===== src/rtl/irq_arb_pkg.sv =====
package irq_arb_pkg;
   typedef enum logic [1:0] {
      VEC_NONE = 2'b00,
      VEC_IRQ  = 2'b01,
      VEC_NMI  = 2'b10
   } vec_e;
endpackage


===== src/rtl/line_sync.sv =====
// Multi-stage synchronizer for an active-low request line; depth 0 is a wire.
module line_sync #(
   parameter int   STAGES  = 2,
   parameter logic RST_VAL = 1'b1
) (
   input  logic clk,
   input  logic rst_n,
   input  logic din,
   output logic dout
);
   if (STAGES < 0) begin : g_bad_depth
      $error("line_sync: STAGES must be non-negative");
   end

   if (STAGES == 0) begin : g_wire
      assign dout = din;
   end else begin : g_chain
      logic [STAGES-1:0] shreg;
      always_ff @(posedge clk or negedge rst_n) begin
         if (!rst_n) shreg <= {STAGES{RST_VAL}};
         else        shreg <= STAGES'({shreg, din});
      end
      assign dout = shreg[STAGES-1];
   end
endmodule


===== src/rtl/nmi_edge_latch.sv =====
// Falling-edge detector with a pending flag held until an entry consumes it.
module nmi_edge_latch (
   input  logic clk,
   input  logic rst_n,
   input  logic line_s,
   input  logic clr,
   output logic req
);
   logic prev_q;
   logic pend_q;
   logic fall;

   assign fall = prev_q & ~line_s;
   assign req  = pend_q | fall;

   always_ff @(posedge clk or negedge rst_n) begin
      if (!rst_n) begin
         prev_q <= 1'b1;
         pend_q <= 1'b0;
      end else begin
         prev_q <= line_s;
         pend_q <= (pend_q | fall) & ~clr;
      end
   end

   // a latched edge is dropped only by an entry that consumes it
   assert_pend_hold_R10: assert property (@(posedge clk) disable iff (!rst_n)
      $fell(pend_q) |-> $past(clr));
   // a line held low never raises a new request on its own
   assert_no_level_rearm_R4: assert property (@(posedge clk) disable iff (!rst_n)
      ($past(clr) && !line_s && !$past(line_s)) |-> !req);
endmodule


===== src/rtl/seq_timer.sv =====
// Busy window modelling the cycle cost of entry and return sequences.
module seq_timer #(
   parameter int ENTRY_CYCLES = 7,
   parameter int RET_CYCLES   = 6
) (
   input  logic clk,
   input  logic rst_n,
   input  logic start_entry,
   input  logic start_ret,
   output logic busy
);
   localparam int MAXC  = (ENTRY_CYCLES > RET_CYCLES) ? ENTRY_CYCLES : RET_CYCLES;
   localparam int CNT_W = $clog2(MAXC + 1);

   if (ENTRY_CYCLES < 1 || RET_CYCLES < 1) begin : g_bad_len
      $error("seq_timer: cycle counts must be at least 1");
   end

   logic [CNT_W-1:0] cnt_q;

   always_ff @(posedge clk or negedge rst_n) begin
      if (!rst_n)           cnt_q <= '0;
      else if (start_entry) cnt_q <= CNT_W'(ENTRY_CYCLES);
      else if (start_ret)   cnt_q <= CNT_W'(RET_CYCLES);
      else if (cnt_q != '0) cnt_q <= cnt_q - 1'b1;
   end

   assign busy = (cnt_q != '0);

   // a busy window opens only on a started sequence
   assert_busy_start_R9: assert property (@(posedge clk) disable iff (!rst_n)
      $rose(busy) |-> $past(start_entry || start_ret));
   // no sequence is started while one is running
   assert_no_restart_R11: assert property (@(posedge clk) disable iff (!rst_n)
      busy |-> !(start_entry || start_ret));
endmodule


===== src/rtl/mask_unit.sv =====
// Interrupt-mask flag with a one-level saved copy for the return sequence.
module mask_unit (
   input  logic clk,
   input  logic rst_n,
   input  logic enter,
   input  logic ret,
   input  logic clr,
   output logic mask
);
   logic mask_q;
   logic saved_q;

   always_ff @(posedge clk or negedge rst_n) begin
      if (!rst_n) begin
         mask_q  <= 1'b1;
         saved_q <= 1'b1;
      end else if (enter) begin
         saved_q <= mask_q;
         mask_q  <= 1'b1;
      end else if (ret) begin
         mask_q  <= saved_q;
      end else if (clr) begin
         mask_q  <= 1'b0;
      end
   end

   assign mask = mask_q;

   // the flag only rises through an entry or a restoring return
   assert_mask_rise_R6: assert property (@(posedge clk) disable iff (!rst_n)
      $rose(mask_q) |-> $past(enter || ret));
   // the flag only falls through a return or a clear strobe
   assert_mask_fall_R7: assert property (@(posedge clk) disable iff (!rst_n)
      $fell(mask_q) |-> $past(ret || clr));
endmodule


===== src/rtl/irq_entry_arb.sv =====
module irq_entry_arb #(
   parameter int SYNC_STAGES  = 2,
   parameter int ENTRY_CYCLES = 7,
   parameter int RET_CYCLES   = 6
) (
   input  logic       clk,
   input  logic       rst_n,
   input  logic       irq_n,
   input  logic       nmi_n,
   input  logic       insn_end,
   input  logic       rti_done,
   input  logic       cli_done,
   output logic       take_int,
   output logic [1:0] vec_sel,
   output logic       mask_flag,
   output logic       seq_busy
);
   import irq_arb_pkg::*;

   logic irq_s, nmi_s;
   logic nmi_req, irq_req;
   logic idle, take_nmi, take_irq, enter, ret_ok, clr_ok;
   logic take_q;
   vec_e vec_q;

   line_sync #(.STAGES(SYNC_STAGES), .RST_VAL(1'b1)) u_irq_sync (
      .clk(clk), .rst_n(rst_n), .din(irq_n), .dout(irq_s));
   line_sync #(.STAGES(SYNC_STAGES), .RST_VAL(1'b1)) u_nmi_sync (
      .clk(clk), .rst_n(rst_n), .din(nmi_n), .dout(nmi_s));

   nmi_edge_latch u_nmi_edge (
      .clk(clk), .rst_n(rst_n), .line_s(nmi_s), .clr(take_nmi), .req(nmi_req));

   assign idle     = ~seq_busy;
   assign irq_req  = ~irq_s & ~mask_flag;
   assign take_nmi = insn_end & idle & nmi_req;
   assign take_irq = insn_end & idle & ~nmi_req & irq_req;
   assign enter    = take_nmi | take_irq;
   assign ret_ok   = rti_done & idle & ~enter;
   assign clr_ok   = cli_done & idle & ~enter & ~rti_done;

   seq_timer #(.ENTRY_CYCLES(ENTRY_CYCLES), .RET_CYCLES(RET_CYCLES)) u_timer (
      .clk(clk), .rst_n(rst_n), .start_entry(enter), .start_ret(ret_ok),
      .busy(seq_busy));

   mask_unit u_mask (
      .clk(clk), .rst_n(rst_n), .enter(enter), .ret(ret_ok), .clr(clr_ok),
      .mask(mask_flag));

   always_ff @(posedge clk or negedge rst_n) begin
      if (!rst_n) begin
         take_q <= 1'b0;
         vec_q  <= VEC_NONE;
      end else begin
         take_q <= enter;
         vec_q  <= take_nmi ? VEC_NMI : (take_irq ? VEC_IRQ : VEC_NONE);
      end
   end

   assign take_int = take_q;
   assign vec_sel  = vec_q;

   // the take strobe is a single-cycle pulse
   assert_take_pulse_R11: assert property (@(posedge clk) disable iff (!rst_n)
      take_int |=> !take_int);
   // a vector code is driven exactly when an entry starts
   assert_vec_valid_R11: assert property (@(posedge clk) disable iff (!rst_n)
      take_int == (vec_sel != 2'b00));
   // entry always leaves the mask flag set
   assert_mask_on_take_R6: assert property (@(posedge clk) disable iff (!rst_n)
      take_int |-> mask_flag);
   // the busy window covers the take cycle
   assert_busy_on_take_R9: assert property (@(posedge clk) disable iff (!rst_n)
      take_int |-> seq_busy);
endmodule


===== config.mk =====
export PLATFORM = sky130hd
export DESIGN_NAME = irq_entry_arb
export DESIGN_NICKNAME = d
export VERILOG_FILES = /design/src/rtl/irq_arb_pkg.sv /design/src/rtl/line_sync.sv /design/src/rtl/nmi_edge_latch.sv /design/src/rtl/seq_timer.sv /design/src/rtl/mask_unit.sv /design/src/rtl/irq_entry_arb.sv
export SDC_FILE = /design/constraint.sdc
export NUM_CORES = 1
export LEC_CHECK = 0
export CORE_AREA = 2 2 39 41
export DETAILED_ROUTE_END_ITERATION = 16
export DIE_AREA = 0 0 41 43
export GPL_ROUTABILITY_DRIVEN = 0
export HOLD_SLACK_MARGIN = 0.08
export PLACE_DENSITY_LB_ADDON = 0.12
export SYNTH_ARGS = -nofsm -noshare
export SYNTH_HDL_FRONTEND = slang
export SYNTH_HIERARCHICAL = 1
export SYNTH_SLANG_ARGS = --single-unit

===== constraint.sdc =====
create_clock -name clk -period 3 [get_ports clk]
set_input_delay 0.45 -clock clk [delete_from_list [all_inputs] [get_ports clk]]
set_output_delay 0.45 -clock clk [all_outputs]
set_load 0.03 [all_outputs]

Yosys cells after proc, flatten, opt, wreduce, memory -nomap -nowiden
Cells that the tools add are included.
- register bits after elaboration: 14
- bits in latches: 0
- bits in writable memories: 0
- ROM bits: 0
- input bits: 7
- output and inout bits: 5
- logic and storage cells: 43
- memories: 0
- $add $sub $neg: 1
- multipliers: 0
- divide/modulo/power cells: 0
- $lt $le $gt $ge: 0
- equality and inequality tests: 0
- shifts and indexed selects: 0
- mux-type cells: 8
- bitwise gates (word level): 22
- reductions and logical operators: 3
- operator list (operator ; number):
    $and 1x1->1 ; 12
    $mux 3 ; 3
    $reduce_bool 3->1 ; 3
    $not 1->1 ; 8
    $mux 1 ; 4
    $sub 3x1->3 const B ; 1
    $mux 2 ; 1
    $or 1x1->1 ; 2

Longest topological paths before layout
Gate-level depths: netlist (run 1).
- depth after elaboration: 13
- mapped depth: 7
- mapped depth without buffers: 7

Hierarchy
The synthesis (run 1) kept the hierarchy.
- modules (own cells, without submodules) (module ; instances ; cells an instance ; area each (sq um) ; seq. area each (sq um)):
    seq_timer ; 1 ; 17 ; 177.7 ; 75.1
    irq_entry_arb ; 1 ; 14 ; 166.4 ; 75.1
    line_sync ; 2 ; 2 ; 52.6 ; 52.6
    nmi_edge_latch ; 1 ; 6 ; 81.3 ; 51.3
    mask_unit ; 1 ; 5 ; 77.6 ; 52.6

Least setup slack after synthesis (run 1)
OpenSTA, ideal clock, no wires.
- path type: reg2reg
- start point: register u_timer.cnt_q[0]
- end point: register u_mask.saved_q
- setup time: 0.082 ns
- arrival: 1.580 ns
- required time: 2.918 ns
- setup slack: 1.338 ns
- stages on the path, launching flop included: 7
- buffers on the path: 0
- clock period less this slack: 1.662 ns
- cell sequence: dfrtp_1 > inv_1 > ha_1 > nand2b_4 > nand2b_1 > a21oi_1 > mux2_2
- longest elaborated chain between the ends: 6
- elaborated cells on any way between the ends: 7
- classes of those cells: bitwise (6); reduce/logical (1)
- RTL lines (element ; RTL line ; text):
    start: declaration ; seq_timer.sv:19 ; logic [CNT_W-1:0] cnt_q;
    start signal: assignment ; seq_timer.sv:23 ; else if (start_entry) cnt_q <= CNT_W'(ENTRY_CYCLES);
    start signal: assignment ; seq_timer.sv:24 ; else if (start_ret) cnt_q <= CNT_W'(RET_CYCLES);
    start signal: assignment ; seq_timer.sv:25 ; else if (cnt_q != '0) cnt_q <= cnt_q - 1'b1;
    $reduce_bool 3->1 (*) ; seq_timer.sv:28 ; assign busy = (cnt_q != '0);
    via seq_busy ; irq_entry_arb.sv:16 ; output logic seq_busy
    $not 1->1 (*) ; irq_entry_arb.sv:34 ; assign idle = ~seq_busy;
    $and 1x1->1 (*) ; irq_entry_arb.sv:36, irq_entry_arb.sv:37 ;
    $and 1x1->1 (2 in series) ; irq_entry_arb.sv:37 ; assign take_irq = insn_end & idle & ~nmi_req & irq_req;
    $or 1x1->1 (*) ; irq_entry_arb.sv:38 ; assign enter = take_nmi | take_irq;
    via enter ; irq_entry_arb.sv:22 ; logic idle, take_nmi, take_irq, enter, ret_ok, clr_ok;
    end signal: assignment ; mask_unit.sv:18 ; saved_q <= mask_q;
    end: declaration ; mask_unit.sv:11 ; logic saved_q;
The timed path passes the listed nets; every way through them passes the cells marked *.
A chain may end at the register's enable or synchronous reset.

Final worst setup path (run 1)
- start point: register u_timer.cnt_q[0]
- end point: output seq_busy
- longest elaborated chain between the ends: 1
- RTL lines (element ; RTL line):
    $reduce_bool 3->1 ; seq_timer.sv:28
    end: declaration ; irq_entry_arb.sv:16
Every way passes these cells.

==> out/results.ini, run 1 <==
[worst_setup_path]
path_class=flip-flop to output port
timing.rr.start=u_timer/cnt_q[0]$_DFFE_PN0P_
rrSetupSlack_ns=1.26
start_kind=flip-flop
r2r_end=u_mask/saved_q$_DFFE_PN1P_
worstPathArrival_ns=1.75
critPathRequiredTime_ns=2.55
worst-r2r-cell-count=6
cp_max_fo=7
slowest_delay_ns=0.68
end_kind=output port
critical-path-top-delay-family=buffers and inverters
path_buf_inv=2
slowest_stage=clkdlybuf4s50_1
path_cells=inv_1 > ha_1 > nand2b_4 > clkdlybuf4s50_1

[floorplan]
start_util=0.439
coreArea_um2=1380
fp.dieW_um=41
die_h_um=43
rows=14
ioPinCount=12
dieArea_um2=1760

[global_routing]
grt_pass1_wl_um=1560
grtUsageMet1=0.169
track_usage=0.137
grt_pass1_vias=373
busiest_layer=met2
met2_usage=0.197
antenna_found_initial=0
grtUsageMet3=0.0314
grt_overflow_total=0
grt_max_degree=15

[yosys]
syn_area_um2=608
ys.warnings.count=6
syn_nets=55
synth-seq-cells=14
seq_area_frac_synth=0.591
synth.distinct_cells=21
syn_inst=46
syn_area_per_cell_um2=13.2

[timing]
period_minus_slack_ns=2.20
drv_slew=0
skew_ns=0.00321
finalSetupViolCount=0
tightest_slew_ns=0.602
period_share=0.735
rsz0062_at_grt=false
hold_viol=0
timing.slew.headroom=0.597
fin_ws_ns=0.795
fmax_mhz=454
fin_setup_tns_ns=0

[final_layout]
multi_input_area_um2=230
seq_area_um2=359
antenna_cells=0
final_cell_area_um2=774
mostFrequentLayoutCell=clkdlybuf4s50_1
syn2layout_area_growth_pct=27.4
nNetsFinal=71
drive_gt1_frac=0.295
final_cell_mix=clkdlybuf4s50_1 (11), dfrtp_1 (7), dfstp_2 (7), inv_1 (5), nor2_1 (5)
nFillCells=131

[run_status]
status=completed

[routing]
viasPerCell=4.66
drc=0
drt_pass1_iterations=1
drt-total-wl_um=844
vias=359
drt_iter0_drc=0
avgRoutedWirePerCell_um=11.0
ant_nets=0

[clock_network]
clkTransAtPathRegs_ns=0.08
cts_hold_buffers=0
tritoncts=yes
cts.repair.resized=0
cts_sinks=14
h-tree-depth=1
clk_latency_ns=0.27
cts_buffers=3
clockBufferDepth=2
cts_root_buf=clkbuf_4
post_cts.repair.setup_buffers=0

[pwr]
power.density_nw_per_um2=864
leakage_nw=0.339
vdd_ir_drop_max_mv=0.404

[placed_design]
post-dp-hpwl_um=632
port_buffers=11
dp_slack_ns=1.09
dpl_cell_area_um2=738

[run]
timing.max_cap.violations=0

[hold_path]
min_path_type=flip-flop to flip-flop
min_to=u_irq_sync/g_chain.shreg[1]$_DFF_PN1_
hold_depth=0
min_from=u_irq_sync/g_chain.shreg[0]$_DFF_PN1_

==> worst max-delay path by stage <==
stage                                             to  slack (ns)                          from  cells after the start
after floorplan           u_mask/saved_q$_DFFE_PN1P_        1.34  u_timer/cnt_q[0]$_DFFE_PN0P_                      6
after global routing                        seq_busy        0.70  u_timer/cnt_q[0]$_DFFE_PN0P_                      4
after global placement                      seq_busy        1.09  u_timer/cnt_q[0]$_DFFE_PN0P_                      4
after detailed placement                    seq_busy        1.09  u_timer/cnt_q[0]$_DFFE_PN0P_                      4
after CTS                                   seq_busy        0.77  u_timer/cnt_q[0]$_DFFE_PN0P_                      4
final                                       seq_busy        0.80  u_timer/cnt_q[0]$_DFFE_PN0P_                      4
==> metal layers <==
metal,share of wire,vias to the layer above
met5,0,-
met3,0.069,2
met1,0.45,164
li1,-,182
met4,0.012,0
met2,0.46,11
==> cell usage after synthesis, drive strengths merged <==
library cell / number / share of area
mux2: 1 / 0.019
a221o: 1 / 0.016
and2: 1 / 0.010
nand2b: 4 / 0.066
xnor2: 1 / 0.014
nor2: 5 / 0.031
nand2: 2 / 0.012
inv: 5 / 0.031
dfstp: 7 / 0.30
dfrtp: 7 / 0.29
a2111oi: 1 / 0.045
ha: 2 / 0.041
o21ai: 1 / 0.014
mux2i: 1 / 0.016
or2: 1 / 0.010
nor3: 1 / 0.0082
a21oi: 3 / 0.031
o21bai: 2 / 0.043
==> final cells by class <==
class | instances | area share
Clock buffer | 4 | 0.0468
Tap cell | 16 | 0.0258
Sequential cell | 14 | 0.464
Multi-Input combinational cell | 27 | 0.297
Timing Repair Buffer | 11 | 0.142
Inverter | 5 | 0.0242
==> kinds of logic (layout without fill, tap and decap cells) <==
group                      after synthesis  in the layout  synth area share
DFF                                     14             14             0.591
and+or+nand+nor                         14             14             0.138
AOI/OAI and AO/OA                        8              8             0.150
buffers and inverters                    5             20            0.0309
adders and majority gates                2              2            0.0411
muxes                                    2              2            0.0350
xor gates and xnor gates                 1              1            0.0144
==> registers in the layout (all words and copies together) (netlist names) <==
register and cells:
take_int 1, u_irq_sync/g_chain.shreg 2, u_mask/mask 1, u_mask/saved_q 1, u_nmi_edge/pend_q 1, u_nmi_edge/prev_q 1
u_nmi_sync/g_chain.shreg 2, u_timer/cnt_q 3, vec_sel 2
==> through the flow <==
step                      power [W]  hold WS [ns]  cells  utilization
after CTS                  0.000680         0.359     77        0.560
after global placement     0.000542         0.346     73        0.533
after global routing       0.000723         0.370     77        0.560
after detailed placement   0.000544         0.347     73        0.533
after floorplan            0.000472         0.154     46            -
final                      0.000669         0.354     77        0.560
==> where the power goes <==
part | internal (W) | switching [W]
clock network | 0.0000737 | 0.0000593
registers | 0.000251 | 0.0000335
logic | 0.000124 | 0.000127
Power figures use the tool's default switching activity.
==> inputs of run 2 (changes only) <==
==> constraint.sdc (replaced) <==
create_clock -name clk -period 2.15 [get_ports clk]
set_input_delay 0.3225 -clock clk [delete_from_list [all_inputs] [get_ports clk]]
set_output_delay 0.3225 -clock clk [all_outputs]
set_load 0.03 [all_outputs]
==> out/results.ini, run 2 (synthesis results as in run 1) <==
[final_layout]
final_cell_mix=clkdlybuf4s50_1 (11), dfrtp_1 (7), dfstp_2 (7), inv_1 (5), nor2_1 (5)  ; unchanged
nNetsFinal=72  ; was 71
drive_gt1_frac=0.306  ; was 0.295
syn2layout_area_growth_pct=28.6  ; was 27.4%
seq_area_um2=359  ; unchanged
nFillCells=128  ; was 131
antenna_cells=0  ; unchanged
top_register=u_timer/cnt_q  ; unchanged
largest_register_ff_count=3  ; unchanged
final_cell_area_um2=782  ; was 774 um2
multi_input_area_um2=230  ; unchanged
mostFrequentLayoutCell=clkdlybuf4s50_1  ; unchanged

[pwr]
leakage_nw=0.344  ; was 0.339 nW
power.density_nw_per_um2=1200  ; was 864 nW/um2
combPwrFrac=0.385  ; was 0.376
p_sw_w=0.000307  ; was 0.000220 W
p_sw_frac=0.327  ; was 0.329
vdd_ir_drop_max_mv=0.624  ; was 0.404 mV
intPower_w=0.000631  ; was 0.000449 W
clkPwrFrac=0.195  ; was 0.199
seq_power_share=0.420  ; was 0.425

[run]
timing.max_cap.violations=0  ; unchanged

[timing]
fin_setup_tns_ns=0  ; unchanged
finalSetupViolCount=0  ; unchanged
timing.slew.headroom=0.609  ; was 0.597
hold_viol=0  ; unchanged
period_share=0.962
period_minus_slack_ns=2.07
skew_ns=0.00630  ; was 0.00321 ns
drv_slew=0  ; unchanged
rsz0062_at_grt=false  ; unchanged
tightest_slew_ns=0.585  ; was 0.602 ns
fmax_mhz=483

[routing]
drc=0  ; unchanged
avgRoutedWirePerCell_um=11.4  ; was 11.0 um
drt-total-wl_um=890  ; was 844 um
vias=382  ; was 359
drt_pass1_iterations=2  ; was 1
viasPerCell=4.90  ; was 4.66
ant_nets=0  ; unchanged
drt_iter0_drc=1  ; was 0

[floorplan]
dieArea_um2=1760  ; unchanged
coreArea_um2=1380  ; unchanged
ioPinCount=12  ; unchanged
start_util=0.439  ; unchanged
fp.dieW_um=41  ; unchanged
rows=14  ; unchanged
die_h_um=43  ; unchanged

[clock_network]
clk_latency_ns=0.27  ; about the same
clockBufferDepth=2  ; unchanged
tritoncts=yes  ; unchanged
clkTransAtPathRegs_ns=0.09  ; was 0.08 ns
cts.repair.resized=0  ; unchanged
cts_hold_buffers=0  ; unchanged
cts_sinks=14  ; unchanged
cts_root_buf=clkbuf_4  ; unchanged
cts_buffers=3  ; unchanged
h-tree-depth=1  ; unchanged
post_cts.repair.setup_buffers=0  ; unchanged

[worst_setup_path]
path_class=flip-flop to output port  ; unchanged
critPathRequiredTime_ns=1.83  ; was 2.55 ns
end_kind=output port  ; unchanged
start_kind=flip-flop  ; unchanged
worstPathArrival_ns=1.75  ; about the same
cp_max_fo=7  ; unchanged

[hold_path]
min_path_type=flip-flop to flip-flop  ; unchanged

[placed_design]
port_buffers=11  ; unchanged
dpl_cell_area_um2=746  ; was 738 um2
post-dp-hpwl_um=690  ; was 632 um

[run_status]
status=completed  ; unchanged

[global_routing]
grt_overflow_total=0  ; unchanged
track_usage=0.138  ; was 0.137
grt_pass1_vias=358  ; was 373
grt_max_degree=15  ; unchanged
grt_pass1_wl_um=1570  ; was 1560 um
antenna_found_initial=0  ; unchanged

## run 2: changes by cell type in the layout (fill, tap and decap cells not counted), sizes merged
cell  before  now
buf        0    1
## run 2: worst max-delay path, cell delays in order, from the launching register on
cell and delay, ns:
dfrtp_1 0.36, inv_1 0.06, ha_1 0.24, nand2b_4 0.13, clkdlybuf4s50_1 0.68
## run 2: layer usage
metal	part of all wire	track usage	vias to the layer above	wire [um]
met5	0	0	-	0
met3	0.066	0.0471	2	59
li1	-	-	184	-
met4	0.011	0.0800	0	10
met1	0.43	0.192	185	382
met2	0.49	0.181	11	438
## run 2: cell type report
type / instances / share of cell area
inverters: 5 / 0.0240
flip-flops and latches: 14 / 0.459
clock buffers: 4 / 0.0464
repair buffers: 12 / 0.150
multi-input cells: 27 / 0.294
well taps: 16 / 0.0256
## run 2: power groups by stage
stage | logic [W] | clock network [W] | registers (W)
floorplan | 0.000232 | 0 | 0.000426
global placement | 0.000357 | 0 | 0.000400
detailed placement | 0.000366 | 0 | 0.000401
CTS | 0.000368 | 0.000191 | 0.000396
global route | 0.000403 | 0.000206 | 0.000406
finish | 0.000361 | 0.000183 | 0.000394
## run 2: path summary, 6_finish.rpt
check / endpoint / slack (ns) / from / depth (start not counted)
setup reg to reg: u_mask/mask$_DFFE_PN1P_ / 0.41 / u_nmi_sync/g_chain.shreg[1]$_DFF_PN1_ / 6
hold reg to reg: u_irq_sync/g_chain.shreg[1]$_DFF_PN1_ / 0.35 / u_irq_sync/g_chain.shreg[0]$_DFF_PN1_ / 0
min in group asynchronous: vec_sel[0]$_DFF_PN0_ / 0.42 / rst_n / 1
hold / removal: u_irq_sync/g_chain.shreg[1]$_DFF_PN1_ / 0.35 / u_irq_sync/g_chain.shreg[0]$_DFF_PN1_ / 0
max in group asynchronous: u_timer/cnt_q[1]$_DFFE_PN0P_ / 1.35 / rst_n / 1
setup / recovery: seq_busy / 0.08 / u_timer/cnt_q[0]$_DFFE_PN0P_ / 4
## run 2: stage by stage
stage / utilization / cells / power [W] / hold slack (ns) / setup WS, ns
6_report: 0.565 / 78 / 0.000938 / 0.350 / 0.0816
5_1_grt: 0.565 / 78 / 0.00102 / 0.365 / 0.00505
4_1_cts: 0.565 / 78 / 0.000955 / 0.353 / 0.0628
3_5_place_dp: 0.539 / 74 / 0.000767 / 0.347 / 0.382
3_3_place_gp: 0.539 / 74 / 0.000756 / 0.346 / 0.401
2_1_floorplan: - / 46 / 0.000658 / 0.0269 / 0.488
